[src/rtl/aux_req_pkg.sv]
package aux_req_pkg;

    localparam int REG_AW_DEF = 12;
    localparam int OFS_CMD    = 'h100;
    localparam int OFS_WDATA  = 'h104;
    localparam int OFS_DADDR  = 'h108;
    localparam int AUX_AW     = 20;
    localparam int HDR_BYTES  = 3;
    localparam int LEN_W      = 4;

    typedef enum logic [1:0] {
        SHP_HDR_ONLY = 2'd0,
        SHP_READ     = 2'd1,
        SHP_WRITE    = 2'd2
    } shape_e;

    typedef enum logic [1:0] {
        RPL_ACK   = 2'd0,
        RPL_NACK  = 2'd1,
        RPL_DEFER = 2'd2,
        RPL_RSVD  = 2'd3
    } rpl_e;

    typedef enum logic [2:0] {
        F_IDLE, F_HDR, F_LEN, F_DATA, F_WAIT
    } fstate_e;

    typedef struct packed {
        logic [3:0]       nib;
        shape_e           shape;
        logic [LEN_W-1:0] len;
    } req_t;

    function automatic logic cmd_supported(input logic [3:0] nib);
        return (nib[3] == 1'b0) && (nib[1:0] != 2'b11);
    endfunction

    function automatic shape_e pick_shape(input logic [3:0] nib, input logic hdr_only);
        if (nib[1:0] == 2'b10 || hdr_only) return SHP_HDR_ONLY;
        if (nib[1:0] == 2'b01)             return SHP_READ;
        return SHP_WRITE;
    endfunction

endpackage

[src/rtl/aux_req_regs.sv]
module aux_req_regs
    import aux_req_pkg::*;
#(
    parameter int REG_AW = REG_AW_DEF
) (
    input  logic              clk,
    input  logic              rst,
    input  logic              reg_wr_en,
    input  logic [REG_AW-1:0] reg_addr,
    input  logic [31:0]       reg_wdata,
    input  logic              busy,
    output logic              start,
    output req_t              start_req,
    output logic [AUX_AW-1:0] dev_addr,
    output logic              push,
    output logic [7:0]        push_data
);
    logic       sel_cmd;
    logic [3:0] nib;
    logic       unused_bits;

    assign nib     = reg_wdata[11:8];
    assign sel_cmd = reg_wr_en && (reg_addr == REG_AW'(OFS_CMD));
    assign start   = sel_cmd && !busy && cmd_supported(nib);

    always_comb begin
        start_req.nib   = nib;
        start_req.shape = pick_shape(nib, reg_wdata[12]);
        start_req.len   = reg_wdata[LEN_W-1:0];
    end

    assign push      = reg_wr_en && (reg_addr == REG_AW'(OFS_WDATA));
    assign push_data = reg_wdata[7:0];

    always_ff @(posedge clk) begin
        if (rst) begin
            dev_addr <= '0;
        end else if (reg_wr_en && (reg_addr == REG_AW'(OFS_DADDR))) begin
            dev_addr <= reg_wdata[AUX_AW-1:0];
        end
    end

    assign unused_bits = ^{reg_wdata[31:AUX_AW], reg_wdata[7:LEN_W]};

endmodule

[src/rtl/aux_wr_fifo.sv]
module aux_wr_fifo #(
    parameter int DEPTH = 16
) (
    input  logic       clk,
    input  logic       rst,
    input  logic       push,
    input  logic [7:0] push_data,
    input  logic       pop,
    input  logic       commit,
    input  logic       rewind,
    output logic [7:0] head,
    output logic       empty
);
    localparam int PW = $clog2(DEPTH);

    logic [7:0]  mem [DEPTH];
    logic [PW:0] wr_ptr, rd_ptr, base_ptr;
    logic [PW:0] held;
    logic        full;

    assign held  = wr_ptr - base_ptr;
    assign full  = (held == (PW+1)'(DEPTH));
    assign empty = (rd_ptr == wr_ptr);
    assign head  = mem[rd_ptr[PW-1:0]];

    always_ff @(posedge clk) begin
        if (push && !full) begin
            mem[wr_ptr[PW-1:0]] <= push_data;
        end
    end

    always_ff @(posedge clk) begin
        if (rst) begin
            wr_ptr   <= '0;
            rd_ptr   <= '0;
            base_ptr <= '0;
        end else begin
            if (push && !full) wr_ptr <= wr_ptr + 1'b1;
            if (rewind) begin
                rd_ptr <= base_ptr;
            end else if (pop && !empty) begin
                rd_ptr <= rd_ptr + 1'b1;
            end
            if (commit) base_ptr <= rd_ptr;
        end
    end

endmodule

[src/rtl/aux_req_framer.sv]
module aux_req_framer
    import aux_req_pkg::*;
(
    input  logic              clk,
    input  logic              rst,
    input  logic              start,
    input  req_t              start_req,
    input  logic [AUX_AW-1:0] start_addr,
    input  logic [7:0]        fifo_data,
    input  logic              fifo_empty,
    input  logic              tx_ready,
    input  logic              rpl_end,
    output logic              tx_valid,
    output logic [7:0]        tx_data,
    output logic              tx_last,
    output logic              pop,
    output logic              waiting,
    output logic              busy
);
    fstate_e           state;
    req_t              cur;
    logic [AUX_AW-1:0] cur_addr;
    logic [1:0]        hdr_idx;
    logic [LEN_W-1:0]  cnt;
    logic              fire;
    logic              hdr_end;

    assign tx_valid = (state == F_HDR) || (state == F_LEN) || (state == F_DATA);
    assign fire     = tx_valid && tx_ready;
    assign hdr_end  = (hdr_idx == 2'(HDR_BYTES-1));
    assign pop      = (state == F_DATA) && tx_ready && !fifo_empty;
    assign waiting  = (state == F_WAIT);
    assign busy     = (state != F_IDLE);

    always_comb begin
        tx_data = 8'h00;
        tx_last = 1'b0;
        case (state)
            F_HDR: begin
                case (hdr_idx)
                    2'd0:    tx_data = {cur.nib, cur_addr[19:16]};
                    2'd1:    tx_data = cur_addr[15:8];
                    default: tx_data = cur_addr[7:0];
                endcase
                tx_last = hdr_end && (cur.shape == SHP_HDR_ONLY);
            end
            F_LEN: begin
                tx_data = 8'(cur.len);
                tx_last = (cur.shape == SHP_READ);
            end
            F_DATA: begin
                tx_data = fifo_empty ? 8'h00 : fifo_data;
                tx_last = (cnt == cur.len);
            end
            default: ;
        endcase
    end

    always_ff @(posedge clk) begin
        if (rst) begin
            state    <= F_IDLE;
            cur      <= '0;
            cur_addr <= '0;
            hdr_idx  <= '0;
            cnt      <= '0;
        end else begin
            case (state)
                F_IDLE: if (start) begin
                    cur      <= start_req;
                    cur_addr <= start_addr;
                    hdr_idx  <= '0;
                    state    <= F_HDR;
                end
                F_HDR: if (fire) begin
                    if (hdr_end) begin
                        state <= (cur.shape == SHP_HDR_ONLY) ? F_WAIT : F_LEN;
                    end else begin
                        hdr_idx <= hdr_idx + 2'd1;
                    end
                end
                F_LEN: if (fire) begin
                    cnt   <= '0;
                    state <= (cur.shape == SHP_WRITE) ? F_DATA : F_WAIT;
                end
                F_DATA: if (fire) begin
                    if (cnt == cur.len) state <= F_WAIT;
                    else                cnt   <= cnt + 1'b1;
                end
                F_WAIT: if (rpl_end) state <= F_IDLE;
                default: state <= F_IDLE;
            endcase
        end
    end

endmodule

[src/rtl/aux_reply_cap.sv]
module aux_reply_cap
    import aux_req_pkg::*;
(
    input  logic       clk,
    input  logic       rst,
    input  logic       waiting,
    input  logic       rx_valid,
    input  logic [7:0] rx_data,
    input  logic       rx_last,
    output logic       rpl_end,
    output logic       rewind,
    output logic       commit,
    output logic       reply_done,
    output logic [1:0] reply_code,
    output logic       rd_valid,
    output logic [7:0] rd_data
);
    logic       got_code;
    logic [1:0] code_q;
    logic [1:0] code_now;
    logic       accept;

    assign accept   = waiting && rx_valid;
    assign rpl_end  = accept && rx_last;
    assign code_now = got_code ? code_q : rx_data[1:0];
    assign rewind   = rpl_end && (code_now == RPL_DEFER);
    assign commit   = rpl_end && (code_now != RPL_DEFER);

    always_ff @(posedge clk) begin
        if (rst) begin
            got_code   <= 1'b0;
            code_q     <= '0;
            reply_done <= 1'b0;
            reply_code <= '0;
            rd_valid   <= 1'b0;
            rd_data    <= '0;
        end else begin
            reply_done <= rpl_end;
            rd_valid   <= accept && got_code;
            if (accept) rd_data <= rx_data;
            if (accept && !got_code) code_q <= rx_data[1:0];
            if (rpl_end) begin
                got_code   <= 1'b0;
                reply_code <= code_now;
            end else if (accept) begin
                got_code <= 1'b1;
            end
        end
    end

endmodule

[src/rtl/aux_i2c_req_gen.sv]
module aux_i2c_req_gen
    import aux_req_pkg::*;
#(
    parameter int REG_AW = REG_AW_DEF
) (
    input  logic              clk,
    input  logic              rst,
    input  logic              reg_wr_en,
    input  logic [REG_AW-1:0] reg_addr,
    input  logic [31:0]       reg_wdata,
    output logic              tx_valid,
    input  logic              tx_ready,
    output logic [7:0]        tx_data,
    output logic              tx_last,
    input  logic              rx_valid,
    input  logic [7:0]        rx_data,
    input  logic              rx_last,
    output logic              busy,
    output logic              reply_done,
    output logic [1:0]        reply_code,
    output logic              rd_valid,
    output logic [7:0]        rd_data
);
    localparam int FIFO_DEPTH = 1 << LEN_W;

    logic              start;
    req_t              start_req;
    logic [AUX_AW-1:0] dev_addr;
    logic              push;
    logic [7:0]        push_data;
    logic              pop, commit, rewind;
    logic [7:0]        fifo_head;
    logic              fifo_empty;
    logic              waiting;
    logic              rpl_end;

    aux_req_regs #(.REG_AW(REG_AW)) u_regs (
        .clk(clk), .rst(rst),
        .reg_wr_en(reg_wr_en), .reg_addr(reg_addr), .reg_wdata(reg_wdata),
        .busy(busy), .start(start), .start_req(start_req),
        .dev_addr(dev_addr), .push(push), .push_data(push_data)
    );

    aux_wr_fifo #(.DEPTH(FIFO_DEPTH)) u_fifo (
        .clk(clk), .rst(rst),
        .push(push), .push_data(push_data), .pop(pop),
        .commit(commit), .rewind(rewind),
        .head(fifo_head), .empty(fifo_empty)
    );

    aux_req_framer u_framer (
        .clk(clk), .rst(rst),
        .start(start), .start_req(start_req), .start_addr(dev_addr),
        .fifo_data(fifo_head), .fifo_empty(fifo_empty),
        .tx_ready(tx_ready), .rpl_end(rpl_end),
        .tx_valid(tx_valid), .tx_data(tx_data), .tx_last(tx_last),
        .pop(pop), .waiting(waiting), .busy(busy)
    );

    aux_reply_cap u_reply (
        .clk(clk), .rst(rst),
        .waiting(waiting), .rx_valid(rx_valid), .rx_data(rx_data), .rx_last(rx_last),
        .rpl_end(rpl_end), .rewind(rewind), .commit(commit),
        .reply_done(reply_done), .reply_code(reply_code),
        .rd_valid(rd_valid), .rd_data(rd_data)
    );

endmodule

[config.mk]
export PLATFORM = sky130hd
export DESIGN_NAME = aux_i2c_req_gen
export DESIGN_NICKNAME = d
export VERILOG_FILES = /design/src/rtl/aux_req_pkg.sv /design/src/rtl/aux_req_regs.sv /design/src/rtl/aux_wr_fifo.sv /design/src/rtl/aux_req_framer.sv /design/src/rtl/aux_reply_cap.sv /design/src/rtl/aux_i2c_req_gen.sv
export SDC_FILE = /design/constraint.sdc
export NUM_CORES = 1
export LEC_CHECK = 0
export BUFFER_PORTS_ARGS = -buffer_cell sky130_fd_sc_hd__buf_2
export CAP_MARGIN = 20
export CORE_ASPECT_RATIO = 1.75
export CORE_MARGIN = 4
export CORE_UTILIZATION = 45
export DETAILED_ROUTE_END_ITERATION = 7
export GPL_ROUTABILITY_DRIVEN = 0
export GPL_TIMING_DRIVEN = 0
export MAX_ROUTING_LAYER = met4
export PLACE_DENSITY_LB_ADDON = 0.12
export SYNTH_ARGS = -nofsm -noshare
export SYNTH_HDL_FRONTEND = slang
export SYNTH_SLANG_ARGS = --single-unit
[constraint.sdc]
create_clock -name clk -period 2.4 [get_ports clk]
set_clock_uncertainty 0.15 [all_clocks]
set_input_delay 0.36 -clock clk [delete_from_list [all_inputs] [get_ports clk]]
set_output_delay 0.36 -clock clk [all_outputs]
set_load 0.03 [all_outputs]
==> impl_metrics.toml <==
[setup_path]
r2r-end = "u_fifo.mem[1][5]"
reg2reg_depth = 8
path_max_fanout = 8
endpoint_kind = "primary output"
worst_setup_path_start_kind = "register"
arrival_ps = 2550
path_class = "register to primary output"
r2r_slack_ps = 60
cp.required_ps = 1890
timing.rr.start = "u_fifo.wr_ptr[0]"

[logic_synthesis]
synth_area_um2 = 9180
yosys-top-cells-area = "edfxtp_1, dfxtp_1, mux4_2"
ys_seq_elements = 221
yosys_most_used_dff = "edfxtp_1"
syn_area_per_cell_um2 = 12.4
syn_nets = 809
synth_edf_count = 128
synthCells = 738
synth_seq_area_share_pct = 62.2
synth.distinct_cells = 56
async_reset_ff_share_pct = 0
ys_warn_count = 0
synth_top_area_share_pct = 41.9
synth_top_area_cell = "edfxtp_1"

[timing]
max_slew_margin_pct = 53.5
setup_tns_ps = -5110
setup-violations-final = 8
hold_viol = 0
period_minus_slack_ps = 3060
finalCritPeriodShare_pct = 128
tightestPinTransition_ps = 697
drv_slew = 0
worst_slack_ps = -663
rsz0062_at_grt = "true"
max_freq_mhz = 327

[placement]
place_ws_ps = -565
placed_area_um2 = 9890
dpl.hpwl_um = 16600
io_buffers = 66

[job]
max_cap_violations = 0

[global_routing]
grt_pass1_vias = 6422
grt_overflow_total = 0
grt_pass1_wl_um = 36200
grtUsageTotal_pct = 21.3
grt_max_degree = 19
antenna_found_initial = 0

[worst_hold_path]
holdPathEnd = "u_reply.reply_done"
min-delay-start = "rx_last"
worstHoldPathType = "primary input to register"
hold_depth = 3

[route]
antenna_left = 0
drc_errors = 0
via_count = 6195
drtPass1Iterations = 4
drt_wl_total_um = 23200
drt_iter0_markers = 323
wire_per_inst_um = 20.8
via_per_inst = 5.55

[run_status]
status = "complete, but fails checks"
violations = "negative setup slack"

[floorplanning]
initial_core_util_pct = 46.1
core_area_um2 = 19900
io-pin-count = 81
rows = 68
dieArea_um2 = 22800
die_w_um = 116
fp.dieH_um = 197

[clock_network]
htree_levels = 1
worst_skew_pair.late_latency_ps = 500
numCtsBuffers = 20
cts.sinks = 221
cts_tree = "yes"
cts-root-buf = "clkbuf_16"
clk_pin_slew_ps = 60
cts_buffer_depth = 3

[power]
p_leak_uw = 0.00374
pwr_density_cell_nw_per_um2 = 690
irDropWorstVdd_mv = 0.523

[finish]
area_delta_synth_final_pct = 22.8
final_common_cell = "nand2_1"
layout_common_cells = "nand2_1, edfxtp_1, a21oi_1, dfxtp_1, buf_2"
drive_gt1_share_pct = 26.7
n_antenna_cell = 0
final_area_um2 = 11300
fin_nets = 930
==> registers in the layout, indices dropped and copies added (netlist names), named ones only <==
register / flops
u_framer.state: 3
u_reply.rd_valid: 1
u_reply.rd_data: 8
u_framer.cnt: 4
u_reply.got_code: 1
u_framer.cur: 10
u_reply.reply_code: 2
u_fifo.mem: 128
u_reply.code_q: 2
u_reply.reply_done: 1
u_fifo.rd_ptr: 5
u_fifo.base_ptr: 5
u_framer.hdr_idx: 2
u_fifo.wr_ptr: 5
u_framer.cur_addr: 20
u_regs.dev_addr: 20
==> routing by layer <==
layer	part of all wire (%)	GRT usage (%)
met2	56	39.6
met1	37	23.4
met4	3.4	6.88
met3	3.7	2.24
met5	0	-
==> critical path, cell delays in order (launching register included) <==
cell and delay, ps:
dfxtp_2 340, clkbuf_16 180, buf_12 130, mux4_2 550, mux4_2 520, inv_2 80
o22ai_2 90, buf_6 160
==> worst max-delay path by stage <==
stage,from,to,slack (ps),cells after the start
finish,register,tx_data[7],-660,7
global route,register,tx_data[6],-730,7
CTS,register,tx_data[1],-730,9
detailed placement,register,tx_data[7],-570,6
global placement,reg_addr[4],u_fifo.mem[15][5],-780,6
floorplan,reg_addr[1],u_fifo.mem[15][0],-140,5
==> repair_timing <==
item / in CTS / in global routing
pin swaps: 7 / 11
setup endpoints to repair: 137 / 171
resized for setup: 82 / 34
gates cloned: 2 / 1
buffers inserted: 8 / 7
hold endpoints to repair: 21 / 0
hold buffers: 18 / 0
==> cell families after synthesis <==
| logic type | share of synthesized area (%) |
|---|---|
| and+or+nand+nor | 12.3 |
| DFF | 62.2 |
| AOI/OAI and AO/OA | 9.05 |
| buffers and inverters | 2.90 |
| muxes | 10.4 |
| xor gates and xnor gates | 1.49 |
| adders and majority gates | 1.77 |
==> cells in the mapped netlist (all sizes together) (2+ instances only) <==
master,instances
a211oi,6
clkbuf,35
a211o,4
nand3,17
mux4,40
nor3b,6
nor2b,5
and3,16
o211ai,4
a21oi,87
nand3b,5
nor2,21
nand4,3
mux2i,5
edfxtp,128
or4,5
or3,4
or3b,3
buf,10
and2,4
o31ai,5
dfxtp,93
a22o,4
xnor2,8
nor3,4
o21ai,13
nand2,134
ha,13
nor4,3
inv,22
a22oi,4
a31oi,2
o22ai,6
xor2,5
nand2b,2
==> report_power, final <==
group,total [uW],leakage (uW),switching (uW),internal (uW)
Clock,3460,0.000342,1380,2080
Sequential,4010,0.00190,2.71,4000
Combinational,318,0.00149,198,120
==> metrics by stage <==
stage,power [uW],instances,util [%],hold WS [ps]
floorplan,4220,738,-,282
global placement,4340,1049,49.6,289
detailed placement,4350,1050,49.7,296
CTS,7840,1111,56.0,3.83
global route,8020,1117,56.6,13.1
finish,7780,1117,56.6,13.7
==> cell type report <==
class	count	area, um^2
multi-input combinational	450	3420
sequential	221	5720
fill	1697	8630
clock inverter	11	155
tap	245	307
buffer	42	285
clock buffer	24	557
inverter	22	82.6
timing repair buffer	102	757
No activity file was read; power rests on OpenSTA's default activity.
